## src/rtl/rmaj_array.sv

```systemverilog
module rmaj_array #(
  parameter int CELLS = 16,
  parameter int CNT_W = 16,
  localparam int AW = $clog2(CELLS)
) (
  input  logic             clk,
  input  logic             rst,
  input  logic             instr_valid,
  input  logic [1:0]       instr_op,
  input  logic [AW-1:0]    instr_addr,
  input  logic [1:0]       p_sel,
  input  logic [AW-1:0]    p_addr,
  input  logic [1:0]       q_sel,
  input  logic [AW-1:0]    q_addr,
  output logic             rd_valid,
  output logic             rd_data,
  output logic [CNT_W-1:0] maj_count,
  output logic [CNT_W-1:0] rw_count
);

  logic [CELLS-1:0] cells;
  logic p_val, q_val, z_cur, z_next;

  always_comb begin
    case (p_sel)
      2'd0:    p_val = 1'b0;
      2'd1:    p_val = 1'b1;
      2'd2:    p_val = cells[p_addr];
      default: p_val = ~cells[p_addr];
    endcase
    case (q_sel)
      2'd0:    q_val = 1'b0;
      2'd1:    q_val = 1'b1;
      2'd2:    q_val = cells[q_addr];
      default: q_val = ~cells[q_addr];
    endcase
  end

  assign z_cur  = cells[instr_addr];
  assign z_next = (p_val & ~q_val) | (p_val & z_cur) | (~q_val & z_cur);

  always_ff @(posedge clk) begin
    if (rst) begin
      cells     <= '0;
      rd_valid  <= 1'b0;
      rd_data   <= 1'b0;
      maj_count <= '0;
      rw_count  <= '0;
    end else begin
      rd_valid <= 1'b0;
      if (instr_valid) begin
        case (instr_op)
          2'd0: begin
            rd_valid <= 1'b1;
            rd_data  <= z_cur;
            rw_count <= rw_count + 1'b1;
          end
          2'd1: begin
            cells[instr_addr] <= 1'b0;
            rw_count <= rw_count + 1'b1;
          end
          2'd2: begin
            cells[instr_addr] <= 1'b1;
            rw_count <= rw_count + 1'b1;
          end
          default: begin
            cells[instr_addr] <= z_next;
            maj_count <= maj_count + 1'b1;
          end
        endcase
      end
    end
  end

endmodule

```

## config.mk

```make
export PLATFORM = sky130hd
export DESIGN_NAME = rmaj_array
export DESIGN_NICKNAME = d
export VERILOG_FILES = /design/src/rtl/rmaj_array.sv
export SDC_FILE = /design/constraint.sdc
export NUM_CORES = 1
export LEC_CHECK = 0
export BUFFER_PORTS_ARGS = -buffer_cell sky130_fd_sc_hd__buf_2
export CAP_MARGIN = 20
export CORE_MARGIN = 3
export CORE_UTILIZATION = 32
export DETAILED_ROUTE_END_ITERATION = 8
export SLEW_MARGIN = 20
export SYNTH_ARGS = -nofsm -noshare
export SYNTH_HDL_FRONTEND = slang
export SYNTH_SLANG_ARGS = --single-unit
```

## constraint.sdc

```tcl
create_clock -name clk -period 2.85 [get_ports clk]
set_clock_uncertainty 0.2 [all_clocks]
set_input_delay 0.4275 -clock clk [delete_from_list [all_inputs] [get_ports clk]]
set_output_delay 0.4275 -clock clk [all_outputs]
set_load 0.02 [all_outputs]
```

Word level (Yosys, flattened, before mapping)
Cells that the tools add are included.
- input bits: 21
- register bits after elaboration: 50
- word-level logic and storage cells: 54
- muxes and demuxes: 13
- $lt $le $gt $ge: 4
- bitwise logic cells: 14
- eq/ne operators: 6
- add/sub/neg operators: 2
- reductions and logical operators: 10
- operator list (operator ; number):
    $pmux W16 S3 ; 1
    $add A16 B1 Y16 const B ; 2
    $and A16 B16 Y16 ; 1
    $bwmux W16 ; 1
    $not A16 Y16 ; 1
    $or A16 B16 Y16 ; 1
    $lt A4 B5 Y1 const B ; 3
    $bmux W1 S4 ; 3
    $reduce_and A2 Y1 ; 4
    $eq A2 B1 Y1 const B ; 3
    $eq A2 B2 Y1 const B ; 3
    $logic_not A2 Y1 ; 3
    $not A1 Y1 ; 6
    $pmux W1 S3 ; 2
    $mux W1 ; 5
    $demux W1 S4 ; 1
    $ge A4 B1 Y1 const B ; 1
    $and A1 B1 Y1 ; 3
    $reduce_or A3 Y1 ; 1
    $or A1 B1 Y1 ; 2
    $reduce_or A2 Y1 ; 1
    $logic_and A1 B1 Y1 ; 1

Longest topological paths before layout
Gate-level depths: netlist of run 1.
- word-level depth: 10
- mapped depth: 9
- depth with buffers taken out: 8

Worst setup path before layout of run 1
OpenSTA, ideal clock, no wires.
- path type: input port to flip-flop
- start: input port p_addr[1]
- end: register (tool-made name)
- stages on the path: 8
- arrival time: 2192 ps
- setup slack: 378 ps
- buffers on the path: 2
- path through: buf_2 > mux4_2 > o211ai_1 > a21boi_0 > o31ai_1 > a31oi_4 > buf_6 > a211oi_2
- RTL lines (element ; line ; RTL):
    from (decl) ; 12 ; input logic [AW-1:0] p_addr,

==> results of run 1 <==
[how the worst min path moves through the flow]
stage	from	endpoint	slack, ps	cells past startpoint
after floorplan	rd_data$_SDFFE_PP0P_	rd_data$_SDFFE_PP0P_	330	2
after global placement	rd_data$_SDFFE_PP0P_	rd_data$_SDFFE_PP0P_	250	2
after detailed placement	rd_data$_SDFFE_PP0P_	rd_data$_SDFFE_PP0P_	250	2
after CTS	instr_valid	rd_valid$_SDFF_PP0_	230	3
after global routing	instr_valid	rd_valid$_SDFF_PP0_	250	3
final	instr_valid	rd_valid$_SDFF_PP0_	240	3
[power breakdown]
group          switching, W  internal, W  leakage [nW]
Combinational      0.000122    0.0000826         0.979
Sequential       0.00000756     0.000706         0.403
Clock              0.000246     0.000375        0.0714
[through the flow]
stage | setup slack [ps] | power [W]
finish | 242 | 0.00154
global route | 101 | 0.00162
CTS | 214 | 0.00156
detailed placement | -63.7 | 0.000935
global placement | -48.3 | 0.000931
floorplan | 378 | 0.000870
[cells in the final DEF (no fill, tap or decap), types with 2 or more instances in the layout]
master     synthesis  final
a211oi_1           6      6
a211oi_2          10     10
a21oi_1            6      6
a22o_1            16     16
a22oi_1           16     16
and3_1             7      7
and4_1             2      2
buf_2              2     54
buf_4              0     18
bufinv_16          0      2
clkbuf_8           0      6
dfxtp_1           50     50
ha_1               6      6
inv_1              4      4
mux2i_1            8      8
mux4_1             4      4
mux4_2             7      7
nand2_1           26     26
nand2b_1           6      6
nand3_1           12     12
nand4_1            3      3
nor2_1            42     42
nor2b_1            3      3
nor3_1             7      7
o211ai_1           2      2
o21ai_0           19     19
or3_1              3      3
xnor2_1            6      6
xor2_1            21     21
[area by class of cell]
| class | instances | area (sq um) |
|---|---|---|
| Fill cell | 908 | 5280 |
| Multi-Input combinational cell | 249 | 1830 |
| Sequential cell | 50 | 1000 |
| Timing Repair Buffer | 72 | 405 |
| Tap cell | 108 | 135 |
| Clock buffer | 6 | 82.6 |
| Clock inverter | 2 | 60.1 |
| Inverter | 4 | 15.0 |
[routing by layer]
layer	part of all wire, %	global-route usage, %	up-vias
met3	6.1	2.82	4
met2	46	23.3	76
met4	0.87	3.07	0
met5	0	0	-
li1	-	-	1292
met1	47	21.7	1235
[tightest hold or removal path: stages]
cell and delay, ps:
buf_2 140, nand2_1 90, nor2_1 40
[logic make-up after synthesis]
logic type               after synthesis
adder cells (fa/ha/maj)                6
buffers and inverters                 24
XOR/XNOR                              28
AND/OR/NAND/NOR                      116
multiplexers                          19
flip-flops                            50
AO/OA/AOI/OAI                         80
==> reports/results.txt, run 1 <==
Compound-Gate Fraction of Synth Area -> 21.2%
Capturing element type of the critical path -> register
Final Hold Slack -> 237 ps
Number of distinct library cells after synthesis -> 39
Max_cap viols -> 0
Leakage Power -> 1.45 nW
Fraction of final layout cells sized beyond drive strength 1 -> 26.1%
Async S/R FF share, synth -> 0%
Register clock-pin slew on the reported worst setup and hold paths -> 100 ps
Routed Wire Length -> 7430 microns
CP Data Required Time -> 2810 ps
Number of enable flip-flop cells after synthesis -> 0
Proportion of netlist area held by the largest area contributor -> 34.1%
Final core utilization -> 40.1%
Die area -> 10300 sq um
H-tree levels -> 2
Placement Cell Area -> 3390 sq um
FF-to-FF setup slack -> 240 ps
Leading post-synthesis cells by instance count -> dfxtp_1 (50), nor2_1 (42), nand2_1 (26)
Die boundary height -> 102 microns
Synth Warn # -> 0
Hold_buf cts -> 0
Count of buffers from port buffering -> 54
Sequential fraction of the synthesis area -> 34.1%
Fraction of synthesized cell area in xor and xnor cells -> 8.62%
Number of placement rows -> 34
Final instance area -> 3530 sq um
CP peak stage delay -> 580 ps
Avg Inst Size Synth -> 9.08 sq um
Cell count after placement -> 483
Biggest area consumer among synthesized cells -> dfxtp_1
Cell area after synthesis -> 2930 sq um
Ports placed on the boundary -> 55
Maximum number of pins on one net before global-route repair -> 51
Setup CP Type -> register to register
Nets in the synthesized netlist -> 350
Post-synthesis share of cell area spent on full adders, half adders and majority gates -> 2.56%
Maximum VDD drop -> 201 uV
First-iteration detailed-routing DRC count -> 123
Overall via count from detail_route -> 2607
Final slew viol count -> 0
Worst reg2reg path depth -> 6
Clk Tree Root Cell -> clkbuf_8
Simple-gate area share of the yosys netlist -> 18.4%
Cell with the largest stage delay on the worst path -> a31oi_4
Worst min-delay path class -> input port to register
Routability-driven placement congestion ratio -> 0.849
Cell types occupying the most area after synthesis -> dfxtp_1 (34%), xor2_1 (6.3%), mux4_2 (5.4%), nor2_1 (5.4%), a22o_1 (4.8%)
F_max -> 383 MHz
Buffer depth of the longest clock path -> 2
Final cell count without fillers -> 491
Post-layout net count -> 409
Global-route wire length before repair -> 12500 microns
Number of routed nets with antenna violations -> 0
Antenna violations before repair -> 0
Critical path, cell by cell -> mux4_1 -> mux4_2 -> nand2_2 -> xor2_2 -> a31oi_4 -> a211oi_1
HPWL Detailed -> 5330 microns
Relative slew slack -> 55.7%
WP buf/inv -> 0
Skew-Pair Late Insertion Delay -> 300 ps
Result of the run -> finished clean
RSZ-0062 raised after global routing -> false
Cells after Synth -> 323
DR pass1 iterations -> 4
Number of buffers created by CTS -> 5
Most frequently used flop master after synthesis -> dfxtp_1
Critical Path AT -> 2560 ps
# diodes -> 0
Clock period minus worst slack -> 2610 ps
Via/cell ratio -> 5.31
Cell with the most instances after synthesis -> dfxtp_1
Number of flip-flops and latches in the synthesized netlist -> 50
Global-route total usage across every layer -> 15.0%
Crit. path cell count -> 6
Initial core utilization -> 33.3%
Launching element type of the critical path -> register
Proportion of synthesized area in mux cells -> 11.7%
Biggest fanout along the worst timing path -> 16
Vias in the first global route -> 2464
CTS sink cnt -> 50
Core box area -> 8810 sq um
Buffer count from post-CTS setup fixing -> 0
X dimension of the die -> 102 microns
Count of instances resized after the clock tree is built -> 0
Remaining routing DRC violations -> 0
Pwr/cell area -> 436 nW/um^2
Count of final hold-check violations -> 0
Final period util -> 91.5%
Crit path max-delay family -> multiplexers
Synth-to-layout area growth -> 20.4%
Routed length per instance -> 15.1 microns
Congestion Overflow GR -> 0
Clock tree from TritonCTS -> built
Count of endpoints failing setup in the final report -> 0
Setup tns final -> 0 ps
Slew of the pin with the lowest slew margin -> 664 ps
Main combinational cell family by area after synthesis -> compound AO/OA/AOI/OAI gates
Note: power is estimated with default switching activity, not from simulation.
==> inputs of run 2 (changes only) <==
--- a/config.mk
+++ b/config.mk
@@ -7,7 +7,7 @@
 export LEC_CHECK = 0
 export BUFFER_PORTS_ARGS = -buffer_cell sky130_fd_sc_hd__buf_2
 export CAP_MARGIN = 20
-export CORE_MARGIN = 3
+export CORE_MARGIN = 10
 export CORE_UTILIZATION = 32
 export DETAILED_ROUTE_END_ITERATION = 8
 export SLEW_MARGIN = 20
==> run 2 against run 1 <==
Effect of this change:
- clock-buffer cell count down 1
- wire length up 3.9%
- die area up 29%
- clock power down 3.7%
- utilization down 0.14 points
- critical path depth unchanged
- cell count down 0.20%
- flip-flop and latch count unchanged
==> reports/results.txt, run 2 (synthesis results as in run 1) <==
Skew-Pair Late Insertion Delay -> 300 ps (about the same)
Count of cells along the worst hold path -> 3 (unchanged)
Commonest cells after routing, fill and taps aside -> buf_2 (54), dfxtp_1 (50), nor2_1 (42) (unchanged)
Pwr/cell area -> 431 nW/um^2 (was 436 nW/um^2)
Critical Path AT -> 2590 ps (was 2560 ps)
Post-layout net count -> 408 (was 409)
Routed met2 length -> 3510 microns (was 3440 microns)
Global-route total usage across every layer -> 11.4% (was 15.0%)
Register clock-pin slew on the reported worst setup and hold paths -> 90 ps (was 100 ps)
Hold_buf cts -> 0 (unchanged)
Final slew viol count -> 0 (unchanged)
Count of final hold-check violations -> 0 (unchanged)
Via/cell ratio -> 5.39 (was 5.31)
Buffer count from post-CTS setup fixing -> 0 (unchanged)
H-tree levels -> 2 (unchanged)
Core box area -> 8810 sq um (unchanged)
Routed length per instance -> 15.8 microns (was 15.1 microns)
Final setup margin -> 220 ps (was 242 ps)
Number of buffers created by CTS -> 5 (unchanged)
Die boundary height -> 116 microns (was 102 microns)
Worst min-delay path class -> input port to register (unchanged)
Die area -> 13400 sq um (was 10300 sq um)
RSZ-0062 raised after global routing -> false (unchanged)
FF-to-FF setup slack -> 220 ps (was 240 ps)
Routability-driven placement congestion ratio -> 0.807 (was 0.849)
Critical path, cell by cell -> mux4_1 -> mux4_2 -> nand2_2 -> xor2_2 -> a31oi_4 -> a211oi_1 (unchanged)
Clock period minus worst slack -> 2630 ps (was 2610 ps)
Congestion Overflow GR -> 0 (unchanged)
CTS sink cnt -> 50 (unchanged)
Final core utilization -> 39.9% (was 40.1%)
Number of placement rows -> 34 (unchanged)
Worst Hold Launch -> instr_valid (unchanged)
Synth-to-layout area growth -> 20.0% (was 20.4%)
Top layer reached by signal wires -> met4 (unchanged)
F_max -> 380 MHz (was 383 MHz)
Count of fill cells added during filler insertion -> 894 (was 908)
Multi-input combinational cell area -> 1830 sq um (unchanged)
Global-route wire length before repair -> 12600 microns (was 12500 microns)
Maximum number of pins on one net before global-route repair -> 51 (unchanged)
Result of the run -> finished clean (unchanged)
Initial core utilization -> 33.3% (unchanged)
CP peak stage delay -> 610 ps (was 580 ps)
Cell with the largest stage delay on the worst path -> a31oi_4 (unchanged)
Post-place setup slack -> -65.6 ps (was -63.7 ps)
Count of endpoints failing setup in the final report -> 0 (unchanged)
X dimension of the die -> 116 microns (was 102 microns)
Count of buffers from port buffering -> 54 (unchanged)
Buffer depth of the longest clock path -> 2 (unchanged)
WP buf/inv -> 0 (unchanged)
Destination of the worst hold path -> rd_valid$_SDFF_PP0_ (unchanged)
Capturing element type of the critical path -> register (unchanged)
Number of routed nets with antenna violations -> 0 (unchanged)
Slew of the pin with the lowest slew margin -> 701 ps (was 664 ps)
First-iteration detailed-routing DRC count -> 149 (was 123)
Clk Tree Root Cell -> clkbuf_8 (unchanged)
Max_cap viols -> 0 (unchanged)
HPWL Detailed -> 5610 microns (was 5330 microns)
Vias in the first global route -> 2555 (was 2464)
Routed Wire Length -> 7720 microns (was 7430 microns)
Final period util -> 92.3% (was 91.5%)
Clock tree from TritonCTS -> built (unchanged)
Launching element type of the critical path -> register (unchanged)
Antenna violations before repair -> 0 (unchanged)
Count of instances resized after the clock tree is built -> 0 (unchanged)
Length of routed met3 wiring -> 655 microns (was 453 microns)
Relative slew slack -> 53.2% (was 55.7%)
Leakage Power -> 1.45 nW (about the same)
Remaining routing DRC violations -> 0 (unchanged)
Worst reg2reg path depth -> 6 (unchanged)
Biggest fanout along the worst timing path -> 16 (unchanged)
Fraction of final layout cells sized beyond drive strength 1 -> 25.9% (was 26.1%)
Most frequent standard cell in the layout excluding fill and tap cells -> buf_2 (unchanged)
Crit path max-delay family -> multiplexers (unchanged)
CP Data Required Time -> 2810 ps (about the same)
Overall via count from detail_route -> 2642 (was 2607)
Maximum VDD drop -> 248 uV (was 201 uV)
DR pass1 iterations -> 5 (was 4)
FF/Latch Area -> 1000 sq um (unchanged)
Wl on met1 -> 3490 microns (was 3470 microns)
Setup CP Type -> register to register (unchanged)
Ports placed on the boundary -> 55 (unchanged)
# diodes -> 0 (unchanged)
==> run 2: changes by cell type in the layout (fill, tap and decap cells not counted), sizes merged <==
cell and change:
clkinv +1, buf -1, clkbuf -1
==> run 2: per-stage QoR <==
step	hold slack [ps]	std cells	power (W)	area (sq um)	setup TNS, ps
floorplan	333	323	0.000870	2930	0
global placement	252	482	0.000932	3380	-333
detailed placement	265	482	0.000935	3380	-736
CTS	213	490	0.00153	3520	0
global route	224	490	0.00158	3520	0
finish	226	490	0.00152	3520	0
==> run 2: area by class of cell <==
cell class / count / area share (%)
clock buffer: 5 / 1.96
tap: 108 / 3.84
inverter: 4 / 0.427
timing repair buffer: 71 / 11.3
multi-input combinational: 249 / 52.0
sequential: 50 / 28.5
clock inverter: 3 / 1.96
==> run 2: routing by layer <==
| layer | GRT usage (%) | vias up |
|---|---|---|
| met5 | 0 | - |
| met2 | 17.2 | 86 |
| met4 | 3.09 | 0 |
| met3 | 3.88 | 8 |
| met1 | 15.2 | 1248 |
| li1 | - | 1300 |
==> run 2: power by group <==
part | internal [W] | switching [W]
registers | 0.000706 | 0.00000763
logic | 0.0000829 | 0.000123
clock network | 0.000352 | 0.000246
==> run 2: worst register-to-register path, cell delays in order (launching register included) <==
cell	delay [ps]
dfxtp_1	370
mux4_1	500
mux4_2	480
nand2_2	100
xor2_2	80
a31oi_4	610
a211oi_1	160
==> run 2: worst max-delay path by stage <==
stage	from	to	slack, ps	depth (start not counted)
after floorplan	p_addr[1]	register	380	8
after global placement	q_addr[0]	register	-40	7
after detailed placement	q_addr[0]	register	-70	7
after CTS	register	register	210	6
after global routing	register	register	80	6
final	register	register	220	6
==> inputs of run 3 (changes only) <==
--- a/config.mk
+++ b/config.mk
@@ -10,6 +10,7 @@
 export CORE_MARGIN = 10
 export CORE_UTILIZATION = 32
 export DETAILED_ROUTE_END_ITERATION = 8
+export SETUP_SLACK_MARGIN = 0.4
 export SLEW_MARGIN = 20
 export SYNTH_ARGS = -nofsm -noshare
 export SYNTH_HDL_FRONTEND = slang
==> run 3 against run 2 <==
Effect of this change:
- setup slack better by 240 ps
- cell count down 0.41%
- maximum frequency up 10%
- first-iteration DRC count down 10%
- via count up 0.61%
- flip-flop and latch count unchanged
- global-route usage up 0.41 points
- critical path depth up 1
- largest cell class unchanged
- largest power group unchanged
==> reports/results.txt, run 3 (synthesis results as in run 1) <==
Result of the run -> finished clean (unchanged)
Final cell count without fillers -> 488 (was 490)
Setup CP Type -> register to register (unchanged)
Cell with the largest stage delay on the worst path -> mux4_1 (was a31oi_4)
Routed length per instance -> 16.2 microns (was 15.8 microns)
Launching element type of the critical path -> register (unchanged)
Count of final hold-check violations -> 0 (unchanged)
Ports placed on the boundary -> 55 (unchanged)
Capturing element type of the critical path -> register (unchanged)
H-tree levels -> 2 (unchanged)
DR pass1 iterations -> 4 (was 5)
Clock tree from TritonCTS -> built (unchanged)
Critical path, cell by cell -> mux4_1 -> mux4_2 -> nand2_2 -> xor2_2 -> a31oi_4 -> buf_12 -> a211oi_1 (was mux4_1 -> mux4_2 -> nand2_2 -> xor2_2 -> a31oi_4 -> a211oi_1)
# diodes -> 0 (unchanged)
Crit path max-delay family -> multiplexers (unchanged)
Number of placement rows -> 34 (unchanged)
Final setup margin -> 464 ps (was 220 ps)
Internal power summed over all cells -> 0.00114 W (about the same)
Worst min-delay path class -> input port to register (unchanged)
Max_cap viols -> 0 (unchanged)
Most frequent standard cell in the layout excluding fill and tap cells -> buf_2 (unchanged)
Clock period minus worst slack -> 2390 ps (was 2630 ps)
Routability-driven placement congestion ratio -> 0.818 (was 0.807)
Count of endpoints failing setup in the final report -> 0 (unchanged)
Worst reg2reg path depth -> 7 (was 6)
Final slew viol count -> 0 (unchanged)
First-iteration detailed-routing DRC count -> 134 (was 149)
Count of buffers from port buffering -> 54 (unchanged)
HPWL Detailed -> 5730 microns (was 5610 microns)
RSZ-0062 raised after global routing -> true (was false)
Sw Ratio -> 25.3% (was 24.8%)
Vias in the first global route -> 2678 (was 2555)
Post-layout net count -> 406 (was 408)
WP buf/inv -> 1 (was 0)
FF-to-FF setup slack -> 460 ps (was 220 ps)
Synth-to-layout area growth -> 20.8% (was 20.0%)
Die area -> 13400 sq um (unchanged)
Congestion Overflow GR -> 0 (unchanged)
CP Data Required Time -> 2870 ps (was 2810 ps)
Global-route wire length before repair -> 13100 microns (was 12600 microns)
Initial core utilization -> 33.3% (unchanged)
Global-route total usage across every layer -> 11.8% (was 11.4%)
Sw power -> 0.000386 W (was 0.000376 W)
Final Hold Slack -> 211 ps (was 226 ps)
Pwr/cell area -> 432 nW/um^2 (was 431 nW/um^2)
Destination of the worst hold path -> rd_valid$_SDFF_PP0_ (unchanged)
Hold_buf cts -> 0 (unchanged)
Post-place setup slack -> -90.3 ps (was -65.6 ps)
CTS sink cnt -> 50 (unchanged)
Count of fill cells added during filler insertion -> 916 (was 894)
Remaining routing DRC violations -> 0 (unchanged)
Overall via count from detail_route -> 2658 (was 2642)
CP peak stage delay -> 480 ps (was 610 ps)
Worst Hold Launch -> instr_valid (unchanged)
Sequential cell fraction of total power -> 46.7% (was 47.0%)
X dimension of the die -> 116 microns (unchanged)
Die boundary height -> 116 microns (unchanged)
Maximum VDD drop -> 255 uV (was 248 uV)
Fraction of power consumed by the clock network -> 39.5% (was 39.4%)
Antenna violations before repair -> 0 (unchanged)
Core box area -> 8810 sq um (unchanged)
Skew-Pair Late Insertion Delay -> 310 ps (was 300 ps)
Fraction of final layout cells sized beyond drive strength 1 -> 29.7% (was 25.9%)
Fraction of power consumed by combinational cells -> 13.9% (was 13.6%)
Routed Wire Length -> 7900 microns (was 7720 microns)
Number of routed nets with antenna violations -> 0 (unchanged)
Final period util -> 83.7% (was 92.3%)
Slew of the pin with the lowest slew margin -> 699 ps (was 701 ps)
Cell count after placement -> 478 (was 482)
Buffer depth of the longest clock path -> 2 (unchanged)
Via/cell ratio -> 5.45 (was 5.39)
Biggest fanout along the worst timing path -> 16 (unchanged)
Register clock-pin slew on the reported worst setup and hold paths -> 100 ps (was 90 ps)
F_max -> 419 MHz (was 380 MHz)
Leakage Power -> 1.43 nW (was 1.45 nW)
Commonest cells after routing, fill and taps aside -> buf_2 (54), nor2_1 (42), dfxtp_1 (42) (was buf_2 (54), dfxtp_1 (50), nor2_1 (42))
Relative slew slack -> 53.4% (was 53.2%)
Maximum number of pins on one net before global-route repair -> 34 (was 51)
Final core utilization -> 40.2% (was 39.9%)
Clk Tree Root Cell -> clkbuf_8 (unchanged)
Count of cells along the worst hold path -> 3 (unchanged)
Number of buffers created by CTS -> 5 (unchanged)
Critical Path AT -> 2410 ps (was 2590 ps)
[run 3: cell count changes in the layout (fill, tap and decap cells not counted), moves of 2 or more]
cell,previous run,this run
dfxtp_2,0,8
mux4_1,4,2
a211oi_1,6,4
dfxtp_1,50,42
buf_4,17,14
mux4_2,7,9
a211oi_2,10,12
[run 3: layout make-up]
cell class                      count  area (sq um)  share of cell area, %
Tap cell                          108           135                   3.82
Multi-Input combinational cell    249          1850                   52.2
Sequential cell                    50          1010                   28.6
Clock buffer                        5          68.8                   1.94
Timing Repair Buffer               69           395                   11.2
Inverter                            4          15.0                  0.424
Clock inverter                      3          68.8                   1.94
[run 3: routing by layer]
layer	global-route usage, %	part of all wire, %
met3	4.08	8.0
met2	19.0	45
met4	3.00	0.70
met5	0	0
met1	14.8	46
[run 3: worst max path at each step]
stage,to,from,cells after the start
after floorplan,register,p_addr[1],8
after global placement,register,q_addr[0],7
after detailed placement,register,q_addr[0],7
after CTS,register,register,7
after global routing,register,register,7
final,register,register,7
[run 3: power by group through the flow]
stage | combinational, W | clock, W | sequential [W]
after floorplan | 0.000136 | 0 | 0.000734
after global placement | 0.000198 | 0 | 0.000730
after detailed placement | 0.000201 | 0 | 0.000730
after CTS | 0.000208 | 0.000617 | 0.000714
after global routing | 0.000232 | 0.000647 | 0.000716
final | 0.000212 | 0.000604 | 0.000714
[run 3: timing repair]
| action | CTS | global route |
|---|---|---|
| pin swaps | 1 | 3 |
| buffers inserted | 1 | 1 |
| setup endpoints to repair | 16 | 16 |
| hold endpoints to repair | 0 | 0 |
| gates resized for setup | 3 | 14 |
[run 3: worst min-delay path: stages]
cell and delay, ps:
buf_2 130, nand2_1 90, nor2_1 40
[run 3: through the flow]
stage | instance area (sq um) | total power [W] | TNS, ps
floorplan | 2930 | 0.000870 | 0
global placement | 3350 | 0.000927 | -374
detailed placement | 3350 | 0.000931 | -500
CTS | 3510 | 0.00154 | 0
global route | 3540 | 0.00160 | 0
finish | 3540 | 0.00153 | 0
